===== src/rtl/amem_pkg.sv =====
`timescale 1ns/1ps
package amem_pkg;
  typedef enum logic [1:0] {RS_WAIT, RS_READ, RS_DONE} rd_state_t;
endpackage


===== src/rtl/amem_blk_mask.sv =====
`timescale 1ns/1ps
module amem_blk_mask #(
  parameter int NBLK = 12,
  localparam int BW = $clog2(NBLK)
) (
  input  logic            clk,
  input  logic            rst_n,
  input  logic            set_en_i,
  input  logic [BW-1:0]   set_a_i,
  input  logic [BW-1:0]   set_b_i,
  input  logic            clr_en_i,
  input  logic [BW-1:0]   clr_a_i,
  input  logic [BW-1:0]   clr_b_i,
  output logic [NBLK-1:0] rsv_o
);
  logic [NBLK-1:0] set_v, clr_v;

  always_comb begin
    set_v = '0;
    clr_v = '0;
    if (set_en_i) begin
      set_v[set_a_i] = 1'b1;
      set_v[set_b_i] = 1'b1;
    end
    if (clr_en_i) begin
      clr_v[clr_a_i] = 1'b1;
      clr_v[clr_b_i] = 1'b1;
    end
  end

  always_ff @(posedge clk) begin
    if (!rst_n) rsv_o <= '0;
    else        rsv_o <= (rsv_o | set_v) & ~clr_v;
  end

  // only free, distinct blocks get held
  a_r3_hold_free_pair: assert property (@(posedge clk) disable iff (!rst_n)
    set_en_i |-> (!rsv_o[set_a_i] && !rsv_o[set_b_i] && set_a_i != set_b_i));
  // only held blocks get released
  a_r7_release_held: assert property (@(posedge clk) disable iff (!rst_n)
    clr_en_i |-> (rsv_o[clr_a_i] && rsv_o[clr_b_i]));
endmodule


===== src/rtl/amem_wr_ptr.sv =====
`timescale 1ns/1ps
module amem_wr_ptr #(
  parameter int NBLK  = 12,
  parameter int CELLS = 8,
  localparam int BW = $clog2(NBLK),
  localparam int CW = $clog2(CELLS),
  localparam int AW = $clog2(NBLK*CELLS)
) (
  input  logic            clk,
  input  logic            rst_n,
  input  logic            trig_i,
  input  logic            q_full_i,
  input  logic [NBLK-1:0] rsv_i,
  output logic            trig_acc_o,
  output logic            trig_drop_o,
  output logic [BW-1:0]   pair_a_o,
  output logic [BW-1:0]   pair_b_o,
  output logic [AW-1:0]   wr_addr_o,
  output logic            wr_en_o
);
  localparam logic [CW-1:0] LAST_CELL = CW'(CELLS-1);

  function automatic logic [BW:0] find_free(input logic [NBLK-1:0] fr,
                                            input logic [BW-1:0] from,
                                            input int span);
    logic [BW:0] r;
    r = '0;
    for (int k = 1; k <= NBLK; k++) begin
      int j;
      j = (int'(from) + k) % NBLK;
      if (k <= span && !r[BW] && fr[BW'(j)]) r = {1'b1, BW'(j)};
    end
    return r;
  endfunction

  function automatic logic [AW-1:0] gray(input logic [AW-1:0] b);
    return b ^ (b >> 1);
  endfunction

  logic [BW-1:0] wr_blk, follow_blk;
  logic [CW-1:0] wr_cell;
  logic          wr_on, follow_vld;
  logic [NBLK-1:0] fr;
  logic [BW:0]   nf_any, nf_other;
  logic          blk_end;

  assign fr          = ~rsv_i;
  assign nf_any      = find_free(fr, wr_blk, NBLK);
  assign nf_other    = find_free(fr, wr_blk, NBLK-1);
  assign blk_end     = wr_on && (wr_cell == LAST_CELL);
  assign trig_acc_o  = trig_i && fr[wr_blk] && nf_other[BW] && !q_full_i;
  assign trig_drop_o = trig_i && !trig_acc_o;
  assign pair_a_o    = wr_blk;
  assign pair_b_o    = nf_other[BW-1:0];
  assign wr_addr_o   = gray(AW'(wr_blk) * AW'(CELLS) + AW'(wr_cell));
  assign wr_en_o     = wr_on;

  always_ff @(posedge clk) begin
    if (!rst_n) begin
      wr_blk     <= '0;
      wr_cell    <= '0;
      wr_on      <= 1'b1;
      follow_vld <= 1'b0;
      follow_blk <= '0;
    end else if (!wr_on) begin
      if (nf_any[BW]) begin
        wr_blk  <= nf_any[BW-1:0];
        wr_cell <= '0;
        wr_on   <= 1'b1;
      end
    end else if (blk_end) begin
      if (trig_acc_o) begin
        wr_blk  <= nf_other[BW-1:0];
        wr_cell <= '0;
      end else if (follow_vld) begin
        wr_blk     <= follow_blk;
        wr_cell    <= '0;
        follow_vld <= 1'b0;
      end else if (nf_any[BW]) begin
        wr_blk  <= nf_any[BW-1:0];
        wr_cell <= '0;
      end else begin
        wr_on <= 1'b0;
      end
    end else begin
      wr_cell <= wr_cell + CW'(1);
      if (trig_acc_o) begin
        follow_vld <= 1'b1;
        follow_blk <= nf_other[BW-1:0];
      end
    end
  end

  // inside a block the cell steps by one and the block holds
  a_r2_cell_step: assert property (@(posedge clk) disable iff (!rst_n)
    (wr_on && wr_cell != LAST_CELL) |=> (wr_cell == $past(wr_cell) + CW'(1) && wr_blk == $past(wr_blk)));
  // writing resumes at the start of a block
  a_r9_resume_cell0: assert property (@(posedge clk) disable iff (!rst_n)
    $rose(wr_on) |-> wr_cell == '0);
  // a stalled writer keeps its address
  a_r9_stall_holds: assert property (@(posedge clk) disable iff (!rst_n)
    (!wr_on && !nf_any[BW]) |=> $stable(wr_addr_o));
endmodule


===== src/rtl/amem_pair_fifo.sv =====
`timescale 1ns/1ps
module amem_pair_fifo #(
  parameter int DEPTH = 6,
  parameter int DW    = 8,
  localparam int PW = (DEPTH > 1) ? $clog2(DEPTH) : 1,
  localparam int QW = $clog2(DEPTH+1)
) (
  input  logic          clk,
  input  logic          rst_n,
  input  logic          push_i,
  input  logic [DW-1:0] din_i,
  input  logic          pop_i,
  output logic [DW-1:0] head_o,
  output logic [QW-1:0] cnt_o,
  output logic          full_o,
  output logic          empty_o
);
  logic [DW-1:0] mem [DEPTH];
  logic [PW-1:0] wp, rp;

  function automatic logic [PW-1:0] bump(input logic [PW-1:0] p);
    return (p == PW'(DEPTH-1)) ? '0 : p + PW'(1);
  endfunction

  assign head_o  = mem[rp];
  assign full_o  = (cnt_o == QW'(DEPTH));
  assign empty_o = (cnt_o == '0);

  always_ff @(posedge clk) begin
    if (!rst_n) begin
      wp    <= '0;
      rp    <= '0;
      cnt_o <= '0;
    end else begin
      if (push_i) begin
        mem[wp] <= din_i;
        wp      <= bump(wp);
      end
      if (pop_i) rp <= bump(rp);
      if (push_i && !pop_i)      cnt_o <= cnt_o + QW'(1);
      else if (pop_i && !push_i) cnt_o <= cnt_o - QW'(1);
    end
  end

  // queue never written when full nor read when empty
  a_r5_no_push_full: assert property (@(posedge clk) disable iff (!rst_n)
    push_i |-> !full_o);
  a_r5_no_pop_empty: assert property (@(posedge clk) disable iff (!rst_n)
    pop_i |-> !empty_o);
endmodule


===== src/rtl/amem_rd_seq.sv =====
`timescale 1ns/1ps
module amem_rd_seq
  import amem_pkg::*;
#(
  parameter int NBLK  = 12,
  parameter int CELLS = 8,
  parameter int TW    = 8,
  localparam int BW = $clog2(NBLK),
  localparam int CW = $clog2(CELLS),
  localparam int AW = $clog2(NBLK*CELLS)
) (
  input  logic          clk,
  input  logic          rst_n,
  input  logic          q_empty_i,
  input  logic [BW-1:0] head_a_i,
  input  logic [BW-1:0] head_b_i,
  input  logic          l1a_i,
  input  logic          rd_done_i,
  input  logic [TW-1:0] tmo_i,
  output logic          pop_o,
  output logic          discard_o,
  output logic [AW-1:0] rd_addr_o,
  output logic          rd_vld_o
);
  function automatic logic [AW-1:0] gray(input logic [AW-1:0] b);
    return b ^ (b >> 1);
  endfunction

  rd_state_t     st;
  logic [TW-1:0] age;
  logic [CW:0]   ridx;
  logic          start, waiting;
  logic [BW-1:0] rblk;

  assign waiting   = (st == RS_WAIT) && !q_empty_i;
  assign start     = waiting && l1a_i;
  assign discard_o = waiting && !l1a_i && (age == tmo_i);
  assign pop_o     = discard_o || ((st == RS_DONE) && rd_done_i);
  assign rblk      = ridx[CW] ? head_b_i : head_a_i;
  assign rd_addr_o = gray(AW'(rblk) * AW'(CELLS) + AW'(ridx[CW-1:0]));
  assign rd_vld_o  = (st == RS_READ);

  always_ff @(posedge clk) begin
    if (!rst_n) begin
      st   <= RS_WAIT;
      age  <= '0;
      ridx <= '0;
    end else begin
      unique case (st)
        RS_WAIT: begin
          if (start) begin
            st   <= RS_READ;
            ridx <= '0;
            age  <= '0;
          end else if (discard_o || q_empty_i) age <= '0;
          else                                 age <= age + TW'(1);
        end
        RS_READ: begin
          if (ridx == (CW+1)'(2*CELLS-1)) st <= RS_DONE;
          else                            ridx <= ridx + (CW+1)'(1);
        end
        default: begin
          if (rd_done_i) begin
            st  <= RS_WAIT;
            age <= '0;
          end
        end
      endcase
    end
  end

  // a read only runs with a pair in the queue
  a_r6_read_has_pair: assert property (@(posedge clk) disable iff (!rst_n)
    rd_vld_o |-> !q_empty_i);
  // the pair being read stays at the head
  a_r7_head_stable: assert property (@(posedge clk) disable iff (!rst_n)
    (rd_vld_o && $past(rd_vld_o)) |-> ($stable(head_a_i) && $stable(head_b_i)));
  // a discard only happens to a waiting pair
  a_r8_discard_waiting: assert property (@(posedge clk) disable iff (!rst_n)
    discard_o |-> (st == RS_WAIT && !q_empty_i));
endmodule


===== src/rtl/amem_block_alloc.sv =====
`timescale 1ns/1ps
module amem_block_alloc #(
  parameter int NBLK  = 12,
  parameter int CELLS = 8,
  parameter int DEPTH = 6,
  parameter int TW    = 8,
  localparam int BW = $clog2(NBLK),
  localparam int AW = $clog2(NBLK*CELLS),
  localparam int QW = $clog2(DEPTH+1)
) (
  input  logic          clk,
  input  logic          rst_n,
  input  logic          trig_i,
  input  logic          l1a_i,
  input  logic          rd_done_i,
  input  logic [TW-1:0] tmo_i,
  output logic [AW-1:0] wr_addr_o,
  output logic          wr_en_o,
  output logic [AW-1:0] rd_addr_o,
  output logic          rd_vld_o,
  output logic [QW-1:0] q_cnt_o,
  output logic [BW-1:0] q_head_a_o,
  output logic [BW-1:0] q_head_b_o,
  output logic          overflow_o
);
  logic [NBLK-1:0] rsv;
  logic            trig_acc, trig_drop, pair_pop, pair_discard;
  logic [BW-1:0]   pair_a, pair_b;
  logic            q_full, q_empty;
  logic [2*BW-1:0] q_head;

  assign q_head_a_o = q_head[2*BW-1:BW];
  assign q_head_b_o = q_head[BW-1:0];

  amem_blk_mask #(.NBLK(NBLK)) u_mask (
    .clk(clk), .rst_n(rst_n),
    .set_en_i(trig_acc), .set_a_i(pair_a), .set_b_i(pair_b),
    .clr_en_i(pair_pop), .clr_a_i(q_head_a_o), .clr_b_i(q_head_b_o),
    .rsv_o(rsv));

  amem_wr_ptr #(.NBLK(NBLK), .CELLS(CELLS)) u_wr (
    .clk(clk), .rst_n(rst_n), .trig_i(trig_i), .q_full_i(q_full),
    .rsv_i(rsv), .trig_acc_o(trig_acc), .trig_drop_o(trig_drop),
    .pair_a_o(pair_a), .pair_b_o(pair_b),
    .wr_addr_o(wr_addr_o), .wr_en_o(wr_en_o));

  amem_pair_fifo #(.DEPTH(DEPTH), .DW(2*BW)) u_q (
    .clk(clk), .rst_n(rst_n), .push_i(trig_acc), .din_i({pair_a, pair_b}),
    .pop_i(pair_pop), .head_o(q_head), .cnt_o(q_cnt_o),
    .full_o(q_full), .empty_o(q_empty));

  amem_rd_seq #(.NBLK(NBLK), .CELLS(CELLS), .TW(TW)) u_rd (
    .clk(clk), .rst_n(rst_n), .q_empty_i(q_empty),
    .head_a_i(q_head_a_o), .head_b_i(q_head_b_o),
    .l1a_i(l1a_i), .rd_done_i(rd_done_i), .tmo_i(tmo_i),
    .pop_o(pair_pop), .discard_o(pair_discard),
    .rd_addr_o(rd_addr_o), .rd_vld_o(rd_vld_o));

  always_ff @(posedge clk) begin
    if (!rst_n) overflow_o <= 1'b0;
    else if (trig_drop) overflow_o <= 1'b1;
  end

  // overflow is sticky until reset
  a_r4_overflow_sticky: assert property (@(posedge clk) disable iff (!rst_n)
    overflow_o |=> overflow_o);
  // a dropped trigger leaves the queue length unchanged
  a_r4_drop_no_push: assert property (@(posedge clk) disable iff (!rst_n)
    (trig_drop && !pair_pop) |=> $stable(q_cnt_o));
  // a discarded pair leaves the queue on that edge
  a_r8_discard_pops: assert property (@(posedge clk) disable iff (!rst_n)
    (pair_discard && !trig_acc) |=> q_cnt_o == $past(q_cnt_o) - QW'(1));
endmodule


===== config.mk =====
export PLATFORM = sky130hd
export DESIGN_NAME = amem_block_alloc
export DESIGN_NICKNAME = d
export VERILOG_FILES = /design/src/rtl/amem_pkg.sv /design/src/rtl/amem_blk_mask.sv /design/src/rtl/amem_wr_ptr.sv /design/src/rtl/amem_pair_fifo.sv /design/src/rtl/amem_rd_seq.sv /design/src/rtl/amem_block_alloc.sv
export SDC_FILE = /design/constraint.sdc
export NUM_CORES = 1
export LEC_CHECK = 0
export BUFFER_PORTS_ARGS = -buffer_cell sky130_fd_sc_hd__buf_2
export CAP_MARGIN = 15
export CORE_ASPECT_RATIO = 1.1
export CORE_MARGIN = 2
export CORE_UTILIZATION = 33
export CTS_CLUSTER_DIAMETER = 120
export DETAILED_ROUTE_END_ITERATION = 7
export PLACE_DENSITY = 0.51
export SETUP_SLACK_MARGIN = 0.3
export SYNTH_ARGS = -nofsm -noshare
export SYNTH_HDL_FRONTEND = slang
export SYNTH_SLANG_ARGS = --single-unit

===== constraint.sdc =====
create_clock -name clk -period 5.4 [get_ports clk]
set_input_delay 0.81 -clock clk [delete_from_list [all_inputs] [get_ports clk]]
set_output_delay 0.81 -clock clk [all_outputs]
set_load 0.02 [all_outputs]

# Yosys cells after proc, flatten, opt, wreduce, memory -nomap -nowiden
# Memories as Yosys holds them, arrays and structs flattened. A register that Yosys moved wholly into a read port is not among the register bits.
# Cells that the tools add are included.
[totals]
memories = 1
rom_bits = 0
regBits = 49
ramBits = 48
out_inout_bits = 28
latch_bits = 0
inputBits = 13
elab_cells = 246
[classes]
shifts = 0
n_div = 12
bitwise_logic = 10
addsub = 21
n_mux = 99
order_cmp = 20
multipliers = 0
n_eq_ne = 13
reduce_logical = 57
[memory_table]
columns = ["name", "words", "width", "rd", "rd_clocked_by_memory_dff", "write_ports", "line", "rtl"]
rows = [
  ["u_q.mem", 6, 8, 1, 1, 1, "amem_pair_fifo.sv:18", "logic [DW-1:0] mem [DEPTH];"],
]
[ops]
columns = ["cell", "n"]
rows = [
  ["modulo 32 x 5 -> 32 bit (second input constant)", 12],
  ["less-than comparator 4 x 6 -> 1 bit (second input constant)", 12],
  ["two-way mux 5 bit", 12],
  ["binary-select mux 1 bit (select 4 bit)", 13],
  ["two-way mux 1 bit", 40],
  ["bitwise OR 12 bit", 3],
  ["two-way mux 3 bit", 11],
  ["two-way mux 4 bit", 8],
  ["logical AND 1 bit", 27],
  ["adder 4 x 4 -> 5 bit (second input constant)", 5],
  ["two-way mux 12 bit", 2],
  ["two-way mux 8 bit", 3],
  ["NOT 12 bit", 2],
  ["adder 4 x 3 -> 5 bit (second input constant)", 4],
  ["less-than comparator 4 x 5 -> 1 bit (second input constant)", 4],
  ["demux 1 bit (select 4 bit)", 4],
  [">= comparator 4 x 1 -> 1 bit (second input constant)", 4],
  ["logical NOT 1 bit", 16],
  ["case mux 8 bit (2 select lines)", 1],
  ["adder 7 x 3 -> 7 bit", 2],
  ["bitwise XOR 7 x 6 -> 7 bit", 2],
  ["adder 3 x 1 -> 3 bit (second input constant)", 4],
  ["bitwise AND 12 bit", 1],
  ["== test 3 bit (second input constant)", 4],
  ["other kinds (22)", 36],
]

# Logic depth before layout (Yosys ltp)
# Gate-level depths: netlist of the first run.
[depth]
depth_word = 44
mapped_depth = 30
depth_no_buf = 25

# Modules after synthesis
# Synthesis of the first run repeated with hierarchy kept, for this count alone.
[hier_totals]
cells_unflattened = 857
area_unflattened_um2 = 8230.4
[by_module_without_submodules]
columns = ["mod", "area_per_inst_um2", "seq_area_each_um2", "cells_each", "instances"]
rows = [
  ["amem_wr_ptr", 3814.9, 260.2, 497, 1],
  ["amem_pair_fifo", 2388.5, 1681.6, 132, 1],
  ["amem_blk_mask", 1036.0, 240.2, 109, 1],
  ["amem_rd_seq", 963.4, 280.3, 117, 1],
  ["amem_block_alloc", 27.5, 20.0, 2, 1],
]

# Worst setup path before layout of the first run
# OpenSTA, ideal clock, no wires.
[synth_path]
path_type = "reg-to-reg"
startpoint = "register u_wr.wr_blk[1], in the netlist u_wr.pair_a_o[1]"
endpoint = "memory u_q.mem[5][0] (enable)"
setup_time_ns = 0.395
arrival_time_ns = 5.609
stages_incl_launch_ff = 25
path_slack_ns = -0.603
n_path_buf = 6
required_time_ns = 5.005
period_less_slack_ns = 6.003
cell_sequence = "dfxtp_1 > clkbuf_1 > buf_2 > inv_1 > ha_1 > clkbuf_1 > clkinv_1 > o21ai_0 > nand2_1 > ha_1 > a2111oi_0 > or2_0 > clkbuf_1 > nor3_1 > o21a_1 > a211oi_1 > or3_1 > nor2_4 > nand3_2 > nand2_1 > inv_2 > clkbuf_1 > buf_2 > nand2_1 > nor4_1"
[synth_between]
elab_chain_len = 41
elab_cells_between_ends = 94
classes_between = "add/sub: 11; div: 11; mux: 49; reduce/logical: 23"
[synth_lines]
columns = ["element", "line", "rtl"]
rows = [
  ["from (decl)", "amem_wr_ptr.sv:40", "logic [BW-1:0] wr_blk, follow_blk;"],
  ["from (signal assigned)", "amem_wr_ptr.sv:67", "wr_blk <= nf_any[BW-1:0];"],
  ["from (signal assigned)", "amem_wr_ptr.sv:73", "wr_blk <= nf_other[BW-1:0];"],
  ["from (signal assigned)", "amem_wr_ptr.sv:76", "wr_blk <= follow_blk;"],
  ["adder 4 x 1 -> 5 bit", "amem_wr_ptr.sv:30", "j = (int'(from) + k) % NBLK;"],
  ["modulo 32 x 5 -> 32 bit", "amem_wr_ptr.sv:30", ""],
  ["binary-select mux 1 bit (select 4 bit)", "amem_wr_ptr.sv:31", "if (k <= span && !r[BW] && fr[BW'(j)]) r = {1'b1, BW'(j)};"],
  ["two-way mux 1 bit (implied by the code) (2 in series)", "amem_wr_ptr.sv:31", ""],
  ["two-way mux 5 bit", "amem_wr_ptr.sv:31", ""],
  ["logical NOT 1 bit", "amem_wr_ptr.sv:31", ""],
  ["logical AND 1 bit", "amem_wr_ptr.sv:31", ""],
  ["two-way mux 5 bit", "amem_wr_ptr.sv:31", ""],
  ["(+24 left out)", "n/a", ""],
  ["logical NOT 1 bit", "amem_wr_ptr.sv:31", ""],
  ["logical AND 1 bit", "amem_wr_ptr.sv:31", ""],
  ["two-way mux 5 bit", "amem_wr_ptr.sv:31", ""],
  ["logical AND 1 bit (*) (2 in series)", "amem_wr_ptr.sv:51", "assign trig_acc_o = trig_i && fr[wr_blk] && nf_other[BW] && !q_full_i;"],
  ["via trig_acc", "amem_block_alloc.sv:27", "logic trig_acc, trig_drop, pair_pop, pair_discard;"],
  ["two-way mux 1 bit (*)", "amem_pair_fifo.sv:35", "if (push_i) begin"],
  ["two-way mux 1 bit (*)", "amem_pair_fifo.sv:30", "if (!rst_n) begin"],
  ["two-way mux 1 bit (implied by the code) (*)", "amem_pair_fifo.sv:36", "mem[wp] <= din_i;"],
  ["to (decl)", "amem_pair_fifo.sv:18", ""],
]
# Mark *: on every way through the listed nets, which the timed path passes. The rest lies on a longest branch. The select of a mux whose other input is x is not followed.

# Final worst setup path of the first run
[layout_path]
startpoint = "register u_wr.wr_blk[3], in the netlist u_wr.pair_a_o[3]"
endpoint = "register u_mask.rsv_o[6]"
[layout_between]
elab_chain_len = 44
elab_cells_between_ends = 105
classes_between = "add/sub: 11; div: 11; order compare: 4; mux: 51; bitwise: 3; reduce/logical: 25"
[layout_lines]
columns = ["element", "line", "rtl"]
rows = [
  ["adder 4 x 1 -> 5 bit", "amem_wr_ptr.sv:30", ""],
  ["modulo 32 x 5 -> 32 bit", "amem_wr_ptr.sv:30", ""],
  ["binary-select mux 1 bit (select 4 bit)", "amem_wr_ptr.sv:31", ""],
  ["two-way mux 1 bit (implied by the code) (2 in series)", "amem_wr_ptr.sv:31", ""],
  ["two-way mux 5 bit", "amem_wr_ptr.sv:31", ""],
  ["logical NOT 1 bit", "amem_wr_ptr.sv:31", ""],
  ["logical AND 1 bit", "amem_wr_ptr.sv:31", ""],
  ["two-way mux 5 bit", "amem_wr_ptr.sv:31", ""],
  ["(+27 left out)", "n/a", ""],
  ["via pair_b[0]", "amem_block_alloc.sv:28", "logic [BW-1:0] pair_a, pair_b;"],
  ["less-than comparator 4 x 5 -> 1 bit (implied by the code) / >= comparator 4 x 1 -> 1 bit (equally long branches)", "amem_blk_mask.sv:23", "set_v[set_b_i] = 1'b1;"],
  ["logical AND 1 bit (implied by the code)", "amem_blk_mask.sv:23", ""],
  ["two-way mux 1 bit (implied by the code)", "amem_blk_mask.sv:23", ""],
  ["demux 1 bit (select 4 bit) (*)", "n/a", ""],
  ["bitwise OR 12 bit (no source line) (*)", "n/a", ""],
  ["two-way mux 12 bit (*)", "amem_blk_mask.sv:21", "if (set_en_i) begin"],
  ["bitwise OR 12 bit (*)", "amem_blk_mask.sv:33", "else rsv_o <= (rsv_o | set_v) & ~clr_v;"],
  ["bitwise AND 12 bit (*)", "amem_blk_mask.sv:33", ""],
  ["to (signal assigned)", "amem_blk_mask.sv:33", ""],
  ["to (decl)", "amem_blk_mask.sv:14", "output logic [NBLK-1:0] rsv_o"],
]
# Marked as above.
# A chain may end at the register's enable or synchronous reset.

==> run_results.csv, run 1 <==
group,metric,value,unit
global_route,grt_pass1_wl,35.9,mm
sta,relSlewSlack,0.511,
sta,fin_crit,4.78,ns
yosys,ys_ff_latch,100,
sta,worst_pin_slew,0.733,ns
route,drtIter0Drc,447,
power_and_ir_drop,seqPwrFrac,0.485,
floorplan,io_pins,41,
hold_path,holdCritPathClass,"reg -> reg",
floorplan,die_h,166,um
floorplan,die_x,151,um
worst_setup_path,startpoint_type,"register",
finish,antenna_cells,0,
sta,fin_hold_ws,0.486,ns
route,ant_nets,0,
worst_setup_path,cp.arrival,5.06,ns
sta,drv_slew,0,
yosys,yosys_warnings,0,
clock_network,clkSlewWorstSetupHoldPaths,0.07,ns
floorplan,die_area,0.0251,mm2
floorplan,initial_utilization,0.334,
route,vias,6909,
finish,fin_cells,1229,
yosys,synth_edf_count,48,
route,routed_wl,22.6,mm
global_route,grt.total_usage,0.180,
finish,fill_cells,2349,
floorplan,fp.coreArea,0.0235,mm2
power_and_ir_drop,swShare,0.290,
outcome,status,"completed",
hold_path,holdPathStages,2,
clock_network,numCtsBuffers,9,
finish,fin_nets,975,
worst_setup_path,r2r-start,"u_wr.pair_a_o[3]",
sta,fmax,0.209,GHz
power_and_ir_drop,ir_drop,0.000177,V
sta,finalSetupViolCount,0,
yosys,synth_most_common_cell,"nor2_1",
floorplan,rows,59,
placement,place.gp.congestion,0.894,
worst_setup_path,critical_path_class,"reg -> reg",
yosys,yosysTopAreaCell,"edfxtp_1",
global_route,grt_max_degree,29,
yosys,synth_ff_type,"dfxtp_1",
power_and_ir_drop,leakage,3.35,nW
sta,rsz0062_at_grt,"no",
clock_network,clock_latency,0.35,ns
sta,finalCritPeriodShare,0.885,
finish,area_growth,14.0,%
worst_setup_path,r2r_end,"u_mask.rsv_o[6]",
yosys,yosys-top-cells-area,"edfxtp_1, dfxtp_1, ha_1",
worst_setup_path,critical_path.max_fanout,18,
yosys,synth-async-reset-ratio,0,
finish,layout-drive-gt1-share,0.199,
power_and_ir_drop,power_frac_comb,0.162,
global_route,grt_pass1_vias,6531,
power_and_ir_drop,pwr_density_cell,196,mW/mm2
finish,post-route-util,0.381,
worst_setup_path,end_kind,"register",
route,avgViaCountPerCell,5.62,
hold_path,min_to,"u_wr.follow_blk[3]",
power_and_ir_drop,pwr-share-clk,0.353,
worst_setup_path,r2r_slack,0.62,ns
yosys,syn_area_per_cell,9.00,um2
clock_network,ctsLongestPathBuffers,2,
yosys,ys_types,95,
hold_path,worstHoldStart,"u_wr.follow_blk[3]",
yosys,yosysTopAreaCellShare,0.183,
yosys,syn_inst,873,
route,drc_errors,0,
route,first_pass_iters,5,
worst_setup_path,required,5.68,ns
sta,tns,0,ns
yosys,yosys-top-cells-count,"nor2_1, nand2_1, a21oi_1",
placement,dp_cells,1210,
power_and_ir_drop,p_sw,510,uW
global_route,antenna_found_initial,0,
clock_network,htreeDepth,3,
placement,port_buffers,40,
run,maxCapViolCount,0,
clock_network,cts_sinks,100,
yosys,syn_nets,928,
clock_network,cts_tree,"yes",
placement,hpwl,17.0,mm
worst_setup_path,rr_worst_depth,15,
global_route,grt-ovfl-total,0,
sta,fin_worst_skew,0.00873,ns
power_and_ir_drop,p_int,1.25,mW
sta,finalHoldViolCount,0,
clock_network,root_buffer,"clkbuf_16",
yosys,syn-cell-area,0.00786,mm2
route,wl_per_cell,18.4,um
yosys,ys_seq_area_frac,0.316,
layout by cell type (no fill, tap or decap), drive strengths merged, types with 10 or more instances in the layout:
| cell | Yosys | layout |
|---|---|---|
| a211oi | 11 | 11 |
| dfxtp | 52 | 52 |
| xnor2 | 20 | 20 |
| o21ai | 46 | 46 |
| nor4 | 10 | 10 |
| xor2 | 21 | 21 |
| edfxtp | 48 | 48 |
| nand3 | 32 | 32 |
| nor2b | 13 | 13 |
| a21oi | 57 | 57 |
| or3 | 12 | 12 |
| ha | 41 | 41 |
| nor2 | 87 | 87 |
| buf | 21 | 82 |
| nand2 | 65 | 65 |
| a21o | 10 | 10 |
| nor3 | 23 | 23 |
| a22oi | 17 | 17 |
| nand2b | 13 | 13 |
| a31oi | 13 | 13 |
| mux2i | 22 | 22 |
| and2 | 10 | 10 |
| inv | 33 | 37 |
| mux4 | 20 | 20 |
layout make-up:
type	instances	area (um2)	area share
sequential	100	2490	0.278
multi-input combinational	693	5160	0.576
clock inverter	6	53.8	0.00600
tap	305	382	0.0426
inverter	34	133	0.0148
clock buffer	9	225	0.0251
timing repair buffer	82	515	0.0575
per-layer routing:
layer	wire length, um	global-route usage
met5	0	0
met4	571	0.0589
met3	804	0.0181
met2	10500	0.291
met1	10700	0.252
stage by stage:
| stage | worst slack, ns | total power, mW | area, um2 |
|---|---|---|---|
| 5_1_grt | 0.322 | 1.83 | 8960 |
| 3_3_place_gp | 0.511 | 1.15 | 8590 |
| 2_1_floorplan | 0.303 | 1.07 | 7960 |
| 6_report | 0.623 | 1.76 | 8960 |
| 4_1_cts | 0.358 | 1.77 | 8870 |
| 3_5_place_dp | 0.394 | 1.15 | 8590 |
worst max path at each step:
stage | start | to | cells after the start
after CTS | u_wr.pair_a_o[1] | u_q.cnt_o[2] | 22
final | u_wr.pair_a_o[3] | u_mask.rsv_o[6] | 15
after global placement | u_wr.pair_a_o[2] | u_q.cnt_o[2] | 20
after detailed placement | u_wr.pair_a_o[1] | u_q.cnt_o[2] | 22
after global routing | u_wr.pair_a_o[1] | u_q.cnt_o[2] | 22
after floorplan | u_wr.pair_a_o[1] | u_q.cnt_o[2] | 27
power groups by stage:
stage / Clock, mW / Combinational [mW] / Sequential (mW)
after floorplan: 0 / 0.203 / 0.863
after global placement: 0 / 0.282 / 0.869
after detailed placement: 0 / 0.282 / 0.869
after CTS: 0.633 / 0.284 / 0.852
after global routing: 0.662 / 0.313 / 0.857
final: 0.620 / 0.284 / 0.853
cells by family after synthesis:
| group | Yosys count | share of synthesized area |
|---|---|---|
| XOR/XNOR | 42 | 0.0538 |
| AND/OR/NAND/NOR | 313 | 0.202 |
| buffers and inverters | 80 | 0.0443 |
| flip-flops | 100 | 0.316 |
| adder cells (fa/ha/maj) | 42 | 0.0678 |
| AO/OA/AOI/OAI | 247 | 0.221 |
| multiplexers | 49 | 0.0954 |
worst max-delay path: stages (launching register included):
cell and delay (ns):
dfxtp_2 0.44, buf_4 0.28, a21boi_4 0.30, or2_1 0.28, inv_2 0.10, ha_1 0.31
nand4b_1 0.25, or3_1 0.37, a41o_1 0.27, a21oi_4 0.38, o21ai_1 0.20, a2111o_1 0.48
a32oi_4 0.40, inv_2 0.22, o31a_1 0.34, nor2_1 0.08
sequential cells by signal (all words and copies together), names as in the netlist, named ones only:
| name | cells |
|---|---|
| overflow_o | 1 |
| u_mask.rsv_o | 12 |
| u_q.cnt_o | 3 |
| u_q.mem | 48 |
| u_q.rp | 3 |
| u_q.wp | 3 |
| u_rd.age | 8 |
| u_rd.ridx | 4 |
| u_rd.st | 2 |
| u_wr.follow_blk | 4 |
| u_wr.follow_vld | 1 |
| u_wr.pair_a_o | 4 |
| u_wr.wr_cell | 3 |
| u_wr.wr_en_o | 1 |
repair_timing:
action,4_1_cts,5_1_grt
gates resized for setup,0,13
hold buffers,0,0
endpoints found under the setup margin,0,74
setup buffers,0,4
Power figures use the tool's default switching activity.
==> inputs of run 2 (changes only) <==
- ABC_AREA: default -> 1
- PLACE_DENSITY: 0.51 -> 0.49
- clock period: 5.4 -> 5.8 ns (I/O delays scaled with it)
==> run 2 against run 1 <==
Net effect:
- largest cell class unchanged
- clock power is 3.5% higher
- global-route usage increased by 0.29 points
- hold slack worse by 0.020 ns
- critical endpoint is now u_q.cnt_o[2]
- sequential share of layout area rose by 1.4 points
- flip-flop and latch count did not move
- critical path type unchanged
- synthesized cell count grew 26%
- cell count increased by 17%
- combinational power up 4%
- highest routed layer unchanged
- clock-buffer cell count did not move
==> run_results.csv, run 2 <==
group,metric,value,unit
clock_network,htreeDepth,3,
yosys,synth-async-reset-ratio,0,
yosys,synth_mux_area_frac,0,
finish,top_register,"u_q.mem",
global_route,antenna_found_initial,0,
floorplan,io_pins,41,
outcome,status,"completed",
floorplan,die_h,163,um
worst_setup_path,critical_path.max_fanout,21,
yosys,yosysTopAreaCellShare,0.189,
floorplan,rows,58,
power_and_ir_drop,swShare,0.300,
yosys,synth_edf_count,48,
finish,area_growth,11.4,%
clock_network,root_buffer,"clkbuf_16",
finish,fin_nets,1192,
global_route,grt_pass1_vias,6738,
route,avgViaCountPerCell,4.93,
worst_setup_path,critical_path_class,"reg -> reg",
sta,finalSetupViolCount,0,
sta,fin_crit,4.95,ns
route,first_pass_iters,8,
sta,fin_hold_ws,0.467,ns
clock_network,numCtsBuffers,9,
worst_setup_path,crit_buf_inv,6,
route,drc_errors,0,
power_and_ir_drop,power,1.72,mW
floorplan,die_area,0.0244,mm2
worst_setup_path,crit_family,"adder cells",
power_and_ir_drop,p_sw,516,uW
yosys,syn_area_per_cell,6.94,um2
worst_setup_path,r2r-start,"u_wr.pair_a_o[2]",
yosys,syn-cell-area,0.00763,mm2
global_route,grt.total_usage,0.183,
floorplan,initial_utilization,0.335,
yosys,synth_most_common_cell,"nand2_1",
yosys,syn_inst,1099,
power_and_ir_drop,power_frac_comb,0.172,
yosys,yosys-top-cells-count,"nand2_1, inv_1, nor2_1",
worst_setup_path,startpoint_type,"register",
yosys,synth_compound_area_frac,0.164,
yosys,synth_simple_gate_area_share,0.313,
sta,finalHoldViolCount,0,
clock_network,cts_tree,"yes",
placement,detailedPlace.worstSlack,0.522,ns
sta,finalCritPeriodShare,0.853,
route,vias,7116,
clock_network,cts_setup_buffers,0,
worst_setup_path,cp.arrival,5.19,ns
yosys,yosys-top-cells-area,"edfxtp_1, nand2_1, dfxtp_1",
power_and_ir_drop,leakage,4.08,nW
power_and_ir_drop,seqPwrFrac,0.456,
sta,drv_slew,0,
floorplan,die_x,149,um
yosys,ys_seq_area_frac,0.325,
yosys,ys_ff_latch,100,
global_route,grt-ovfl-total,0,
finish,reg_top3,"u_q.mem x48, u_mask.rsv_o x12, u_rd.age x8",
route,ant_nets,0,
clock_network,cts_hold_buf,0,
power_and_ir_drop,ir_drop,0.000133,V
global_route,grt_max_degree,47,
sta,fin_worst_skew,0.0130,ns
yosys,synth_fa_ha_area_frac,0.0698,
yosys,yosysTopAreaCell,"edfxtp_1",
clock_network,cts_sinks,100,
worst_setup_path,end_kind,"register",
route,wl_per_cell,15.2,um
yosys,synth_xor_area_frac,0.0251,
power_and_ir_drop,pwr-share-clk,0.373,
placement,port_buffers,40,
worst_setup_path,crit_slowest_cell,"o21ai_0",
hold_path,worstHoldStart,"u_rd.age[7]",
sta,rsz0062_at_grt,"no",
worst_setup_path,startpoint,"u_wr.pair_a_o[2]",
run,maxCapViolCount,0,
finish,layout-drive-gt1-share,0.105,
finish,fill_cells,2486,
worst_setup_path,required,6.04,ns
global_route,grt_pass1_wl,35.4,mm
clock_network,clock_latency,0.35,ns
sta,relSlewSlack,0.344,
finish,final_cell_mix,"nand2_1, inv_1, nor2_1",
finish,largest_reg_flops,48,
sta,fmax,0.202,GHz
power_and_ir_drop,pwr_density_cell,203,mW/mm2
hold_path,holdCritPathClass,"reg -> reg",
floorplan,fp.coreArea,0.0228,mm2
placement,place.gp.congestion,0.849,
sta,tns,0,ns
worst_setup_path,critPathMaxStageDelay,0.54,ns
finish,antenna_cells,0,
yosys,ys_types,52,
route,drtIter0Drc,422,
sta,worst_pin_slew,0.959,ns
yosys,synth_ff_type,"dfxtp_1",
sta,setup_ws,0.852,ns
route,routed_wl,21.9,mm
clock_network,clkSlewWorstSetupHoldPaths,0.08,ns
yosys,synth_top_family_by_area,"simple AND/OR/NAND/NOR gates",
finish,final_common_cell,"nand2_1",
power_and_ir_drop,p_int,1.21,mW
placement,hpwl,17.0,mm
yosys,yosys_warnings,0,
clock_network,ctsLongestPathBuffers,2,
yosys,syn_nets,1154,
==> run 2: cell types whose count changed in the layout (fill, tap and decap cells not counted), moves of 11 or more <==
cell | previous run | this run
nand3_1 | 31 | 79
nor2b_1 | 13 | 0
nand2_1 | 64 | 285
nand4_1 | 9 | 24
a31oi_1 | 13 | 0
buf_4 | 42 | 13
mux4_2 | 20 | 0
nand2b_1 | 13 | 0
or3_1 | 11 | 0
xnor2_1 | 16 | 4
o21ai_0 | 40 | 87
inv_1 | 22 | 158
mux2i_1 | 21 | 0
nor3_1 | 21 | 9
==> run 2: stage by stage <==
stage,std cells,area (um2),util
6_report,1442,8500,0.373
5_1_grt,1442,8500,0.373
4_1_cts,1442,8470,0.372
3_5_place_dp,1426,8150,0.357
3_3_place_gp,1426,8150,0.357
2_1_floorplan,1099,7630,-
==> run 2: power by group through the flow <==
stage          clock (mW)  sequential [mW]  combinational, mW
2_1_floorplan           0            0.801              0.209
3_3_place_gp            0            0.801              0.295
3_5_place_dp            0            0.801              0.294
4_1_cts             0.661            0.785              0.295
5_1_grt             0.684            0.789              0.338
6_report            0.642            0.785              0.296
==> run 2: path summary, 6_finish.rpt <==
kind,to,slack [ns],cells after the start
setup / recovery,u_q.cnt_o[2],0.85,29
hold / removal,u_rd.age[7],0.47,2
setup reg to reg,u_q.cnt_o[2],0.85,29
hold reg to reg,u_rd.age[7],0.47,2
==> run 2: final cells by class <==
cell class	count	area [um2]	area share
Clock buffer	9	225	0.0265
Clock inverter	7	100	0.0118
Sequential cell	100	2480	0.292
Tap cell	300	375	0.0442
Timing Repair Buffer	53	298	0.0350
Multi-Input combinational cell	810	4400	0.517
Inverter	163	622	0.0732
==> run 2: cell families after synthesis <==
group                    after synthesis
AO/OA/AOI/OAI                        213
AND/OR/NAND/NOR                      534
XOR/XNOR                              21
flip-flops                           100
adder cells (fa/ha/maj)               42
buffers and inverters                189
==> run 2: worst register-to-register path, delay by kind of cell (launching register included) <==
kind	cells	cell delay [ns]
adders and majority gates	5	1.31
AOI/OAI and AO/OA	6	1.29
and+or+nand+nor	12	1.20
buffers and inverters	6	0.73
DFF	1	0.32
==> run 2: routing by layer <==
layer  global-route usage  vias up  routed length (um)
met3               0.0204       21                 641
li1                     -     3720                   -
met1                0.238     3252               10200
met2                0.320      123               10600
met5                    0        -                   0
met4               0.0511        0                 431
==> run 2: repair_timing <==
action,CTS,global route
resized for setup,0,9
endpoints found under the setup margin,0,6
hold endpoints to repair,0,0
==> inputs of run 3 (changes only) <==
- ABC_AREA: 1 -> default
==> run 3 against run 2 <==
Net effect:
- sequential power up 1%
- largest cell class unchanged
- clock-buffer cell count up 1
- critical path type unchanged
- non-clock buffer count up 14
==> run_results.csv, run 3 (synthesis results as in run 1) <==
group,metric,value,unit
worst_setup_path,startpoint,"u_wr.pair_a_o[3]",
route,drtIter0Drc,611,
sta,worst_pin_slew,1.05,ns
finish,largest_reg_flops,48,
worst_setup_path,cp.arrival,5.41,ns
sta,drv_slew,0,
clock_network,cts_hold_buf,0,
sta,fin_hold_ws,0.492,ns
placement,hpwl,16.6,mm
clock_network,clkSlewWorstSetupHoldPaths,0.08,ns
sta,finalSetupViolCount,0,
clock_network,numCtsBuffers,9,
placement,port_buffers,40,
placement,dp_cells,1195,
worst_setup_path,rr_worst_depth,18,
placement,place.gp.congestion,0.866,
clock_network,ctsLongestPathBuffers,2,
route,ant_nets,0,
sta,rsz0062_at_grt,"no",
floorplan,initial_utilization,0.334,
floorplan,die_area,0.0251,mm2
finish,reg_top3,"u_q.mem x48, u_mask.rsv_o x12, u_rd.age x8",
finish,top_register,"u_q.mem",
floorplan,die_x,151,um
finish,antenna_cells,0,
global_route,grt.total_usage,0.179,
clock_network,root_buffer,"clkbuf_16",
run,maxCapViolCount,0,
route,wl_per_cell,18.3,um
sta,tns,0,ns
power_and_ir_drop,ir_drop,0.000137,V
power_and_ir_drop,swShare,0.293,
power_and_ir_drop,leakage,3.25,nW
finish,layout-drive-gt1-share,0.179,
clock_network,htreeDepth,3,
route,avgViaCountPerCell,5.61,
global_route,grt-ovfl-total,0,
floorplan,die_h,166,um
route,first_pass_iters,5,
worst_setup_path,cp-endpoint,"u_mask.rsv_o[5]",
sta,fin_worst_skew,0.0111,ns
sta,fmax,0.195,GHz
route,routed.top_layer,"met4",
floorplan,rows,59,
global_route,grt_pass1_wl,36.0,mm
global_route,antenna_found_initial,0,
route,drc_errors,0,
power_and_ir_drop,p_int,1.17,mW
worst_setup_path,end_kind,"register",
power_and_ir_drop,pwr_density_cell,187,mW/mm2
sta,fin_crit,5.13,ns
worst_setup_path,critical_path_class,"reg -> reg",
worst_setup_path,r2r_end,"u_mask.rsv_o[5]",
power_and_ir_drop,p_sw,483,uW
clock_network,cts_tree,"yes",
worst_setup_path,r2r_slack,0.67,ns
worst_setup_path,r2r-start,"u_wr.pair_a_o[3]",
worst_setup_path,startpoint_type,"register",
route,routed_wl,22.3,mm
floorplan,io_pins,41,
worst_setup_path,required,6.07,ns
finish,area_growth,12.3,%
power_and_ir_drop,pwr-share-clk,0.359,
sta,relSlewSlack,0.295,
global_route,grt_max_degree,36,
finish,final_cell_mix,"nor2_1, nand2_1, a21oi_1",
power_and_ir_drop,seqPwrFrac,0.482,
worst_setup_path,critical_path.max_fanout,14,
floorplan,fp.coreArea,0.0235,mm2
finish,fin_cells,1215,
finish,fill_cells,2413,
route,routed-wl-met2,10.6,mm
sta,finalHoldViolCount,0,
hold_path,holdCritPathClass,"reg -> reg",
clock_network,clock_latency,0.35,ns
finish,final_common_cell,"nor2_1",
outcome,status,"completed",
route,vias,6817,
global_route,grt_pass1_vias,6591,
clock_network,cts_sinks,100,
route,m1WireLength,10.3,mm
sta,finalCritPeriodShare,0.885,
finish,fin_nets,960,
route,wl_met3,654,um
power_and_ir_drop,power_frac_comb,0.159,
==> run 3: final cells by class <==
type | count | area (um2) | area share
clock buffers | 10 | 229 | 0.0259
clock inverters | 6 | 60.1 | 0.00680
inverters | 34 | 131 | 0.0149
multi-input cells | 693 | 5130 | 0.582
flip-flops and latches | 100 | 2490 | 0.282
well taps | 305 | 382 | 0.0432
repair buffers | 67 | 403 | 0.0456
==> run 3: layer usage <==
| metal | global-route usage | vias to the layer above |
|---|---|---|
| met4 | 0.0614 | 0 |
| li1 | - | 3361 |
| met2 | 0.291 | 160 |
| met1 | 0.251 | 3260 |
| met3 | 0.0146 | 36 |
| met5 | 0 | - |
==> run 3: timing repair <==
item / CTS / global route
setup endpoints to repair: 0 / 74
gates resized for setup: 0 / 18
setup buffers: 0 / 4
==> run 3: worst min-delay path by stage <==
stage | from | end | slack (ns) | cells after the start
3_3_place_gp | u_wr.follow_blk[1] | u_wr.follow_blk[1] | 0.48 | 2
4_1_cts | u_rd.ridx[1] | u_rd.ridx[1] | 0.50 | 2
5_1_grt | u_rd.ridx[1] | u_rd.ridx[1] | 0.51 | 2
6_report | u_wr.follow_blk[1] | u_wr.follow_blk[1] | 0.49 | 2
3_5_place_dp | overflow_o | overflow_o | 0.48 | 2
2_1_floorplan | u_wr.follow_blk[1] | u_wr.follow_blk[1] | 0.44 | 2
==> run 3: metrics by stage <==
| step | area, um2 | setup slack [ns] | power [mW] | utilization |
|---|---|---|---|---|
| final | 8830 | 0.666 | 1.65 | 0.375 |
| after global routing | 8830 | 0.319 | 1.73 | 0.375 |
| after floorplan | 7880 | 0.311 | 0.991 | - |
| after detailed placement | 8430 | 0.328 | 1.07 | 0.358 |
| after CTS | 8720 | 0.313 | 1.67 | 0.370 |
| after global placement | 8430 | 0.437 | 1.07 | 0.358 |
==> run 3: worst max-delay path, cell delays in order (launching register included) <==
cell and delay (ns):
dfxtp_4 0.49, buf_4 0.24, inv_2 0.05, ha_1 0.26, nor2b_1 0.18, or2_2 0.30
ha_1 0.28, or3b_2 0.47, o31ai_1 0.22, a22oi_1 0.17, mux2i_1 0.15, mux2i_1 0.35
a21boi_1 0.15, a2111oi_0 0.55, o22ai_1 0.16, nand2_1 0.29, inv_2 0.23, or3_1 0.38
a21oi_1 0.12
==> run 3: power groups by stage <==
stage          clock, mW  combinational (mW)  sequential [mW]
2_1_floorplan          0               0.187            0.805
3_3_place_gp           0               0.263            0.810
3_5_place_dp           0               0.262            0.810
4_1_cts            0.610               0.263            0.794
5_1_grt            0.634               0.291            0.800
6_report           0.593               0.263            0.795
